## src/rtl/tfb_pkg.sv

```systemverilog
package tfb_pkg;
  typedef enum logic [1:0] {
    SLOT_ANALOG = 2'd0,
    SLOT_EXT    = 2'd1,
    SLOT_WIN    = 2'd2
  } slot_kind_e;

  function automatic int max_int(input int a, input int b);
    return (a > b) ? a : b;
  endfunction
endpackage

```

## src/rtl/tfb_bit_timer.sv

```systemverilog
module tfb_bit_timer #(
  parameter int BIT_DIV = 2
) (
  input  logic clk,
  input  logic rst,
  output logic bit_tick
);
  generate
    if (BIT_DIV <= 1) begin : g_full_rate
      assign bit_tick = 1'b1;
    end else begin : g_divided
      localparam int CNT_W = $clog2(BIT_DIV);
      logic [CNT_W-1:0] cnt_q;

      always_ff @(posedge clk) begin
        if (rst) begin
          cnt_q <= '0;
        end else if (cnt_q == CNT_W'(BIT_DIV - 1)) begin
          cnt_q <= '0;
        end else begin
          cnt_q <= cnt_q + 1'b1;
        end
      end

      assign bit_tick = (cnt_q == CNT_W'(BIT_DIV - 1));
    end
  endgenerate
endmodule

```

## src/rtl/tfb_slot_seq.sv

```systemverilog
module tfb_slot_seq #(
  parameter int NUM_SLOTS = 6,
  parameter int SYNC_W    = 16,
  parameter int WORD_W    = 8,
  parameter int ADDR_W    = 4,
  parameter int WIDX_W    = 3
) (
  input  logic              clk,
  input  logic              rst,
  input  logic              bit_tick,
  output logic              word_end,
  output logic [WIDX_W-1:0] next_idx,
  output logic [ADDR_W-1:0] mux_addr
);
  localparam int MAX_W  = tfb_pkg::max_int(SYNC_W, WORD_W);
  localparam int BIDX_W = $clog2(MAX_W);

  logic [BIDX_W-1:0] bit_q;
  logic [WIDX_W-1:0] word_q;
  logic [BIDX_W-1:0] last_bit;

  assign last_bit = (word_q == '0) ? BIDX_W'(SYNC_W - 1) : BIDX_W'(WORD_W - 1);
  assign word_end = bit_tick && (bit_q == last_bit);
  assign next_idx = (word_q == WIDX_W'(NUM_SLOTS)) ? '0 : word_q + 1'b1;

  always_ff @(posedge clk) begin
    if (rst) begin
      bit_q    <= BIDX_W'(WORD_W - 1);
      word_q   <= WIDX_W'(NUM_SLOTS);
      mux_addr <= '0;
    end else if (word_end) begin
      bit_q    <= '0;
      word_q   <= next_idx;
      mux_addr <= (next_idx < WIDX_W'(NUM_SLOTS)) ? ADDR_W'(next_idx) : '0;
    end else if (bit_tick) begin
      bit_q <= bit_q + 1'b1;
    end
  end
endmodule

```

## src/rtl/tfb_win_fifo.sv

```systemverilog
module tfb_win_fifo #(
  parameter int DEPTH = 4,
  parameter int W     = 8
) (
  input  logic         clk,
  input  logic         rst,
  input  logic         push,
  input  logic [W-1:0] din,
  input  logic         pop,
  output logic [W-1:0] dout,
  output logic         empty
);
  localparam int PTR_W = (DEPTH > 1) ? $clog2(DEPTH) : 1;
  localparam int CNT_W = $clog2(DEPTH + 1);

  logic [W-1:0]     mem [DEPTH];
  logic [PTR_W-1:0] wr_q, rd_q;
  logic [CNT_W-1:0] cnt_q;
  logic             push_ok, pop_ok;

  assign empty   = (cnt_q == '0);
  assign push_ok = push && (cnt_q < CNT_W'(DEPTH));
  assign pop_ok  = pop && !empty;
  assign dout    = mem[rd_q];

  always_ff @(posedge clk) begin
    if (push_ok) begin
      mem[wr_q] <= din;
    end
  end

  always_ff @(posedge clk) begin
    if (rst) begin
      wr_q  <= '0;
      rd_q  <= '0;
      cnt_q <= '0;
    end else begin
      if (push_ok) begin
        wr_q <= (wr_q == PTR_W'(DEPTH - 1)) ? '0 : wr_q + 1'b1;
      end
      if (pop_ok) begin
        rd_q <= (rd_q == PTR_W'(DEPTH - 1)) ? '0 : rd_q + 1'b1;
      end
      cnt_q <= cnt_q + CNT_W'(push_ok) - CNT_W'(pop_ok);
    end
  end
endmodule

```

## src/rtl/tfb_shifter.sv

```systemverilog
module tfb_shifter #(
  parameter int SH_W = 16
) (
  input  logic            clk,
  input  logic            rst,
  input  logic            load,
  input  logic            shift,
  input  logic [SH_W-1:0] load_val,
  output logic            ser
);
  logic [SH_W-1:0] sh_q;

  always_ff @(posedge clk) begin
    if (rst) begin
      sh_q <= '0;
    end else if (load) begin
      sh_q <= load_val;
    end else if (shift) begin
      sh_q <= sh_q << 1;
    end
  end

  assign ser = sh_q[SH_W-1];
endmodule

```

## src/rtl/tlm_pcm_framer.sv

```systemverilog
module tlm_pcm_framer #(
  parameter int                    WORD_W       = 8,
  parameter int                    SYNC_W       = 16,
  parameter logic [SYNC_W-1:0]     SYNC_PATTERN = 16'hEB90,
  parameter int                    NUM_SLOTS    = 6,
  parameter int                    ADDR_W       = 4,
  parameter int                    BIT_DIV      = 2,
  parameter int                    BLK_DEPTH    = 4,
  parameter logic [WORD_W-1:0]     FILL_BYTE    = 8'hAA,
  parameter logic [NUM_SLOTS-1:0]  EXT_MASK     = 6'b001000,
  parameter logic [NUM_SLOTS-1:0]  WIN_MASK     = 6'b100000
) (
  input  logic              clk,
  input  logic              rst,
  input  logic [WORD_W-1:0] smp_data,
  input  logic              smp_valid,
  input  logic [WORD_W-1:0] ext_word,
  input  logic [WORD_W-1:0] blk_data,
  input  logic              blk_valid,
  output logic [ADDR_W-1:0] mux_addr,
  output logic              ser_data,
  output logic              bit_stb,
  output logic              frame_start
);
  import tfb_pkg::*;

  localparam int WIDX_W = $clog2(NUM_SLOTS + 1);
  localparam int SH_W   = max_int(SYNC_W, WORD_W);
  localparam int KIND_N = 2 ** WIDX_W;

  logic              bit_tick;
  logic              word_end;
  logic [WIDX_W-1:0] next_idx;
  logic [WIDX_W-1:0] slot_sel;
  slot_kind_e        kind_tab [KIND_N];
  slot_kind_e        next_kind;
  logic [WORD_W-1:0] hold_q;
  logic [WORD_W-1:0] analog_val;
  logic [WORD_W-1:0] fifo_dout;
  logic              fifo_empty;
  logic              win_pop;
  logic [WORD_W-1:0] slot_val;
  logic [SH_W-1:0]   load_word;

  generate
    for (genvar s = 0; s < KIND_N; s++) begin : g_kind
      if (s < NUM_SLOTS) begin : g_used
        assign kind_tab[s] = EXT_MASK[s] ? SLOT_EXT :
                             WIN_MASK[s] ? SLOT_WIN : SLOT_ANALOG;
      end else begin : g_unused
        assign kind_tab[s] = SLOT_ANALOG;
      end
    end
  endgenerate

  tfb_bit_timer #(.BIT_DIV(BIT_DIV)) timer_i (
    .clk(clk), .rst(rst), .bit_tick(bit_tick)
  );

  tfb_slot_seq #(
    .NUM_SLOTS(NUM_SLOTS), .SYNC_W(SYNC_W), .WORD_W(WORD_W),
    .ADDR_W(ADDR_W), .WIDX_W(WIDX_W)
  ) seq_i (
    .clk(clk), .rst(rst), .bit_tick(bit_tick), .word_end(word_end),
    .next_idx(next_idx), .mux_addr(mux_addr)
  );

  assign slot_sel  = next_idx - 1'b1;
  assign next_kind = kind_tab[slot_sel];

  // sample holding register: cleared at every word load, refilled by valid samples
  always_ff @(posedge clk) begin
    if (rst || word_end) begin
      hold_q <= '0;
    end else if (smp_valid) begin
      hold_q <= smp_data;
    end
  end

  assign analog_val = smp_valid ? smp_data : hold_q;
  assign win_pop    = word_end && (next_idx != '0) && (next_kind == SLOT_WIN) && !fifo_empty;

  tfb_win_fifo #(.DEPTH(BLK_DEPTH), .W(WORD_W)) fifo_i (
    .clk(clk), .rst(rst), .push(blk_valid), .din(blk_data),
    .pop(win_pop), .dout(fifo_dout), .empty(fifo_empty)
  );

  always_comb begin
    unique case (next_kind)
      SLOT_EXT:    slot_val = ext_word;
      SLOT_WIN:    slot_val = fifo_empty ? FILL_BYTE : fifo_dout;
      default:     slot_val = analog_val;
    endcase
    if (next_idx == '0) begin
      load_word = SH_W'(SYNC_PATTERN) << (SH_W - SYNC_W);
    end else begin
      load_word = SH_W'(slot_val) << (SH_W - WORD_W);
    end
  end

  tfb_shifter #(.SH_W(SH_W)) shift_i (
    .clk(clk), .rst(rst), .load(word_end), .shift(bit_tick),
    .load_val(load_word), .ser(ser_data)
  );

  always_ff @(posedge clk) begin
    if (rst) begin
      bit_stb     <= 1'b0;
      frame_start <= 1'b0;
    end else begin
      bit_stb     <= bit_tick;
      frame_start <= word_end && (next_idx == '0);
    end
  end
endmodule

```

## config.mk

```make
export PLATFORM = sky130hd
export DESIGN_NAME = tlm_pcm_framer
export DESIGN_NICKNAME = d
export VERILOG_FILES = /design/src/rtl/tfb_pkg.sv /design/src/rtl/tfb_bit_timer.sv /design/src/rtl/tfb_slot_seq.sv /design/src/rtl/tfb_win_fifo.sv /design/src/rtl/tfb_shifter.sv /design/src/rtl/tlm_pcm_framer.sv
export SDC_FILE = /design/constraint.sdc
export NUM_CORES = 1
export LEC_CHECK = 0
export ABC_AREA = 1
export ABC_CLOCK_PERIOD_IN_PS = 2900
export BUFFER_PORTS_ARGS = -buffer_cell sky130_fd_sc_hd__buf_2
export CORE_ASPECT_RATIO = 0.75
export CORE_MARGIN = 2
export CORE_UTILIZATION = 58
export DETAILED_ROUTE_END_ITERATION = 12
export PLACE_DENSITY_LB_ADDON = 0.12
export SLEW_MARGIN = 20
export SYNTH_ARGS = -nofsm -noshare
export SYNTH_HDL_FRONTEND = slang
export SYNTH_SLANG_ARGS = --single-unit
```

## constraint.sdc

```tcl
create_clock -name clk -period 2.9 [get_ports clk]
set_input_delay 0.145 -clock clk [delete_from_list [all_inputs] [get_ports clk]]
set_output_delay 0.145 -clock clk [all_outputs]
set_load 0.02 [all_outputs]
```

Yosys cells after proc, flatten, opt, wreduce, memory -nomap -nowiden
Memories as Yosys holds them, arrays and structs flattened. A register that Yosys moved wholly into a read port is not among the register bits.
Cells that the tools add are included.
{"block": "word_totals", "mem_count": 2, "reg_bits": 45, "output_inout_bits": 7, "rom_bits": 16, "ramBits": 32, "word_cells": 67}
{"block": "classes", "reduce_logical": 16, "order_cmp": 3, "n_eq_ne": 6, "muxes": 19, "bitwise": 1, "n_addsub": 8}
{"memory": "fifo_i.mem", "depth": 4, "width": 8, "rd": 1, "rd_ports_with_merged_regs": 1, "write_ports": 1, "line": "tfb_win_fifo.sv:16", "source": "logic [W-1:0] mem [DEPTH];"}
{"memory": "(name not given)", "depth": 8, "width": 2, "rd": 1, "rd_ports_with_merged_regs": 0, "write_ports": 0, "line": "tlm_pcm_framer.sv:69", "source": "assign next_kind = kind_tab[slot_sel];"}
{"op": "two-way mux 16 bit", "n": 3}
{"op": "two-way mux 8 bit", "n": 2}
{"op": "one-hot mux 8 bit (2 select lines)", "n": 1}
{"op": "two-way mux 2 bit", "n": 6}
{"op": "two-way mux 3 bit", "n": 4}
{"op": "logical NOT 3 bit", "n": 3}
{"op": "logical AND 1 bit", "n": 7}
{"op": "== test 2 bit, second input constant", "n": 3}
{"op": "< comparator 3 bit, second input constant", "n": 2}
{"op": "adder 2 x 1 -> 2 bit, second input constant", "n": 2}
{"op": "adder 4 x 1 -> 4 bit, second input constant", "n": 1}
{"op": "== test 4 bit", "n": 1}
{"op": ">= comparator 4 bit, second input constant", "n": 1}
{"op": "two-way mux 4 bit", "n": 1}
{"op": "NOT 3 -> 4 bit", "n": 1}
{"op": "OR reduction 2 bit", "n": 2}
{"op": "adder 3 x 1 -> 3 bit", "n": 1}
{"op": "adder 3 x 1 -> 3 bit, second input constant", "n": 1}
{"op": "== test 3 bit, second input constant", "n": 1}
{"op": "nonzero test 3 bit", "n": 1}
{"op": "subtractor 3 x 1 -> 3 bit", "n": 1}
{"op": "subtractor 3 x 1 -> 3 bit, second input constant", "n": 1}
{"op": "== test 2 x 1 -> 1 bit, second input constant", "n": 1}
{"op": "two-way mux 1 bit", "n": 2}
{"op": "other kinds (4)", "n": 4}

Logic depth before layout (Yosys ltp)
{"block": "logic_depth", "ltp_word": 13, "mapped_depth": 14}

Hierarchy
From an unflattened synthesis, not the netlist that was laid out.
{"block": "hier_totals", "hier_cells": 437, "area_unflattened_um2": 3693.5}
{"module": "tfb_win_fifo", "area_each_um2": 1684.1, "cells_per_inst": 142, "n_inst": 1, "seq_area_each_um2": 1141.1}
{"module": "tfb_shifter", "area_each_um2": 799.5, "cells_per_inst": 121, "n_inst": 1, "seq_area_each_um2": 320.3}
{"module": "tlm_pcm_framer", "area_each_um2": 633.1, "cells_per_inst": 101, "n_inst": 1, "seq_area_each_um2": 200.2}
{"module": "tfb_slot_seq", "area_each_um2": 553.0, "cells_per_inst": 71, "n_inst": 1, "seq_area_each_um2": 200.2}
{"module": "tfb_bit_timer", "area_each_um2": 23.8, "cells_per_inst": 2, "n_inst": 1, "seq_area_each_um2": 20.0}

Worst setup path after synthesis
OpenSTA, ideal clock, no wires.
{"block": "synth_timing", "path_type": "reg-to-reg", "start": "reg seq_i.bit_q[0]", "end": "reg fifo_i.cnt_q[2]", "path_slack_ps": 725, "t_arrival_ps": 2046, "n_path_buf": 0, "path_stages_with_launch": 15, "synth_period_minus_slack_ps": 2175, "required_time_ps": 2771, "setup_ps": 129, "cell_sequence": "dfxtp_1 -> ha_1 -> nand2_1 -> inv_2 -> nand3_4 -> nor2_4 -> nand3_2 -> inv_1 -> ha_1 -> inv_1 -> ha_1 -> inv_1 -> fa_1 -> xnor2_1 -> nor2_1"}
{"block": "synth_via", "elab_chain_len": 7}
{"element": "start: declaration", "line": "tfb_slot_seq.sv:18", "source": "logic [BIDX_W-1:0] bit_q;"}
{"element": "start signal: assignment", "line": "tfb_slot_seq.sv:28", "source": "bit_q <= BIDX_W'(WORD_W - 1);"}
{"element": "start signal: assignment", "line": "tfb_slot_seq.sv:36", "source": "bit_q <= bit_q + 1'b1;"}
{"element": "== test 4 bit", "line": "tfb_slot_seq.sv:23", "source": "assign word_end = bit_tick && (bit_q == last_bit);"}
{"element": "logical AND 1 bit", "line": "tfb_slot_seq.sv:23"}
{"element": "logical AND 1 bit (3 in a row)", "line": "tlm_pcm_framer.sv:81", "source": "assign win_pop = word_end && (next_idx != '0) && (next_kind == SLOT_WIN) && !fifo_empty;"}
{"element": "logical AND 1 bit", "line": "tfb_win_fifo.sv:23", "source": "assign pop_ok = pop && !empty;"}
{"element": "net fifo_i.pop_ok", "line": "tfb_win_fifo.sv:19", "source": "logic push_ok, pop_ok;"}
{"element": "subtractor 3 x 1 -> 3 bit", "line": "tfb_win_fifo.sv:44", "source": "cnt_q <= cnt_q + CNT_W'(push_ok) - CNT_W'(pop_ok);"}
{"element": "end signal: assignment", "line": "tfb_win_fifo.sv:44"}
{"element": "end: declaration", "line": "tfb_win_fifo.sv:18", "source": "logic [CNT_W-1:0] cnt_q;"}
The timed path passes the listed nets, and every way through them passes these cells.
A chain may end at the register's enable or synchronous reset.

Final worst setup path
{"block": "layout_timing", "start": "reg seq_i.word_q[0]", "end": "reg fifo_i.cnt_q[2]"}
{"block": "layout_via", "elab_chain_len": 12, "elab_cells_between_ends": 19, "cone_classes": "add/sub: 3; eq/ne: 3; mux: 4; bitwise: 1; reduce/logical: 7; memory: 1"}
{"element": "start: declaration", "line": "tfb_slot_seq.sv:19", "source": "logic [WIDX_W-1:0] word_q;"}
{"element": "start signal: assignment", "line": "tfb_slot_seq.sv:29", "source": "word_q <= WIDX_W'(NUM_SLOTS);"}
{"element": "start signal: assignment", "line": "tfb_slot_seq.sv:33", "source": "word_q <= next_idx;"}
{"element": "adder 3 x 1 -> 3 bit or == test 3 bit (tied branches)", "line": "tfb_slot_seq.sv:24", "source": "assign next_idx = (word_q == WIDX_W'(NUM_SLOTS)) ? '0 : word_q + 1'b1;"}
{"element": "two-way mux 3 bit", "line": "tfb_slot_seq.sv:24"}
{"element": "subtractor 3 x 1 -> 3 bit", "line": "tlm_pcm_framer.sv:68", "source": "assign slot_sel = next_idx - 1'b1;"}
{"element": "NOT 3 -> 4 bit (not written as such)", "line": "tlm_pcm_framer.sv:69"}
{"element": "memory (8 x 2 bit)"}
{"element": "two-way mux 2 bit (not written as such) (2 in a row)", "line": "tlm_pcm_framer.sv:69"}
{"element": "== test 2 bit", "line": "tlm_pcm_framer.sv:81"}
{"element": "logical AND 1 bit (*) (2 in a row)", "line": "tlm_pcm_framer.sv:81"}
{"element": "logical AND 1 bit (*)", "line": "tfb_win_fifo.sv:23"}
{"element": "net fifo_i.pop_ok", "line": "tfb_win_fifo.sv:19"}
{"element": "subtractor 3 x 1 -> 3 bit (*)", "line": "tfb_win_fifo.sv:44"}
The timed path passes the listed nets; every way through them passes the cells marked *. The select of a mux whose other input is x is not followed.

==> metrics <==
status=completed; Mapped Nets=~440; worst setup path endpoint=fifo_i.cnt_q[2]; GP Congestion=0.847; crit path cell chain=nand3_1 > inv_2 > nand2_1 > inv_2 > nand3_2 > inv_1 > ha_1 > inv_1 > ha_1 > inv_1 > fa_1 > xnor2_1 > nor2_1; Die X=around 90 um; GR met3 Demand/Resource=a little over 6%; worst path required time=3.15 ns; M2 GR Usage=about a third; CTS tree=done; Yosys warning count=0; GR Util met1=about a third; Post-Place Setup Slack=around 0.53 ns; DRT antenna net count=0; vias per std cell=around 5.0; antenna cells=0; Layout Nets=474; standby leakage power=1.74 nW; Synth cell types=35; Max clock buf depth=2; num rows=23; WL/cell=13.3 um; cell mode on critical path=inv_1; reg2reg start=seq_i.word_q[0]; Worst-Margin Slew=between 0.8 and 0.9 ns; largest net degree at the start of global routing=17; reg-to-reg slack, setup=around 0.48 ns; CP max stage delay=between 0.4 and 0.5 ns; Post-CTS Resized=0; PwrDens=between 600 and 700 nW/um^2; Max-slew headroom=between 40% and 50%; Fin Hold WS=approximately 0.015 ns; sequential share of the synthesized area=54.1%; total gr overflow=0; IO Pins=35; Clock Skews=approximately 0.0075 ns; Num Clock Sinks=74; Worst-Skew Late Latency=between 0.3 and 0.4 ns; area delta synth->final=14.3%; Max FO, Critical Path=6; max-cap viol count=0; CTS buffer count=9; first-pass GRT wire length=about 11,000 um; GRT Util Overall=a little under a quarter; Tot Pwr=2.53 mW; die area=approximately 6400 sq um; Peak VDD IR=~550 uV; H-tree levels=3; Worst Reg-to-Reg Cells=13; share of cells above drive strength 1=roughly 16%; Critical Path End Type=register; crit path from=seq_i.word_q[0]; DR pass1 iterations=4; Critical Path AT=roughly 2.7 ns; Final Max Slew Viols=0; CTS root buf=clkbuf_8; vias in the first global route=~2,400; CP Launch Type=register; endpoints failing hold=0; Filler cells=between 400 and 500; Core Region=5440 sq um; Post-CTS Setup Inserts=0; hold_buf cts=1; die height=69.6 um; Final Setup Violations=0; DRC Markers=0; fin util=a little over two thirds; final WL=around 7000 um; initial core utilization=61.3%; Buffers on Ports=33; clock slew at reported path FFs=about 0.08 ns; DR vias=2,600; crit path time final=between 2 and 2.5 ns; cell area after synthesis=3330 sq um; fmax=approximately 410 MHz; final setup margin=between 0.4 and 0.5 ns; final period utilization=between 80% and 90%; Avg Synthesized Cell Area=8.37 sq um; HP Class=in -> reg; setup tns final=0 ns; RSZ-0062 raised after global routing=no; reg2reg end=fifo_i.cnt_q[2]; critical path class=reg -> reg; CP max-delay cell=dfxtp_1; busiest grt layer=met2; initial antenna violation count=0; Iter 0 DRT Violations=~270; Cells after Synth=between 300 and 400; Synth Register Bits=74; DP HPWL=approximately 4900 um
-- through the flow --
step / std cells / area, sq um
floorplan: 398 / 3330
global placement: 498 / 3550
detailed placement: 498 / 3550
CTS: 515 / 3790
global route: 517 / 3810
finish: 517 / 3810
-- where the power goes --
part | total, mW | internal, mW | switching (mW)
logic | 0.392 | 0.131 | 0.260
registers | 1.25 | 1.20 | 0.0483
clock network | 0.894 | 0.509 | 0.385
total | 2.53 | 1.84 | 0.694
-- routing by layer --
layer	wire [um]	share of wire [%]
met5	0	0
met4	152	2.2
met3	441	6.4
met2	2900	42
met1	3370	49
-- worst min path at each step --
stage / end / cells after the start / slack, ns / start
after floorplan: fifo_i.mem[0][0] / 0 / 0.24 / blk_data[0]
after global placement: fifo_i.mem[1][7] / 1 / 0.36 / blk_data[7]
after detailed placement: fifo_i.mem[2][1] / 1 / 0.37 / blk_data[1]
after CTS: fifo_i.mem[2][1] / 1 / 0.001 / blk_data[1]
after global routing: fifo_i.mem[2][7] / 1 / 0.007 / blk_data[7]
final: fifo_i.mem[2][0] / 1 / 0.02 / blk_data[0]
-- sequential cells by signal, indices dropped and copies added, names as in the netlist, named ones only --
signal,count
bit_stb,1
fifo_i.cnt_q,3
fifo_i.mem,32
fifo_i.rd_q,2
fifo_i.wr_q,2
frame_start,1
hold_q,8
seq_i.bit_q,4
seq_i.mux_addr,3
seq_i.word_q,3
shift_i.sh_q,12
timer_i.bit_tick,1
-- cells by family (layout without fill, tap and decap cells) --
| kind of cell | count (synthesis) | after routing | share of synthesized area [%] |
|---|---|---|---|
| DFF | 74 | 74 | 54.1 |
| other | 1 | 1 | 0.113 |
| xor gates and xnor gates | 3 | 3 | 0.789 |
| buffers and inverters | 60 | 104 | 7.28 |
| adders and majority gates | 9 | 9 | 3.61 |
| AOI/OAI and AO/OA | 33 | 33 | 5.48 |
| and+or+nand+nor | 218 | 218 | 28.7 |
-- placed cells by master, fill, tap and decap left out, drive strengths merged, types with 2 or more instances in the layout --
cell type	n
o21ai	7
nor2	33
or2	2
bufinv	2
edfxtp	32
nand3	28
xor2	2
o22ai	2
clkbuf	10
nand2	152
clkinv	3
dfxtp	42
a21oi	19
inv	50
nand4	2
dlygate4sd3	3
ha	8
buf	35
-- layout make-up --
| class | instances | area, sq um | area share [%] |
|---|---|---|---|
| repair buffers | 38 | 210 | 5.52 |
| clock buffers | 10 | 138 | 3.61 |
| inverters | 50 | 188 | 4.93 |
| multi-input cells | 264 | 1290 | 33.8 |
| flip-flops and latches | 74 | 1800 | 47.3 |
| clock inverters | 6 | 90.1 | 2.37 |
| well taps | 75 | 93.8 | 2.46 |
-- synth_stat cells, drive strengths merged --
master | count | area share (%)
nand2 | 152 | 17
inv | 50 | 5.6
dfxtp | 42 | 25
nor2 | 33 | 4.5
edfxtp | 32 | 29
nand3 | 28 | 5.3
a21oi | 19 | 2.9
ha | 8 | 3.0
buf | 7 | 1.3
o21ai | 7 | 1.1
clkbuf | 3 | 0.34
nand4 | 2 | 0.83
o22ai | 2 | 0.38
or2 | 2 | 0.38
xor2 | 2 | 0.53
a211oi | 1 | 0.23
conb | 1 | 0.11
fa | 1 | 0.60
nand3b | 1 | 0.23
o211ai | 1 | 0.23
o21a | 1 | 0.23
o2bb2ai | 1 | 0.26
o311ai | 1 | 0.26
xnor2 | 1 | 0.26
-- worst max-delay path: cells and delay by family, from the launching register on --
family | cells | cell delay, ns
xor+xnor | 1 | 0.16
flops | 1 | 0.45
buf+inv | 5 | 0.48
fa+ha+maj | 3 | 0.72
simple gates | 4 | 0.50
(Power assumes the default switching activity.)
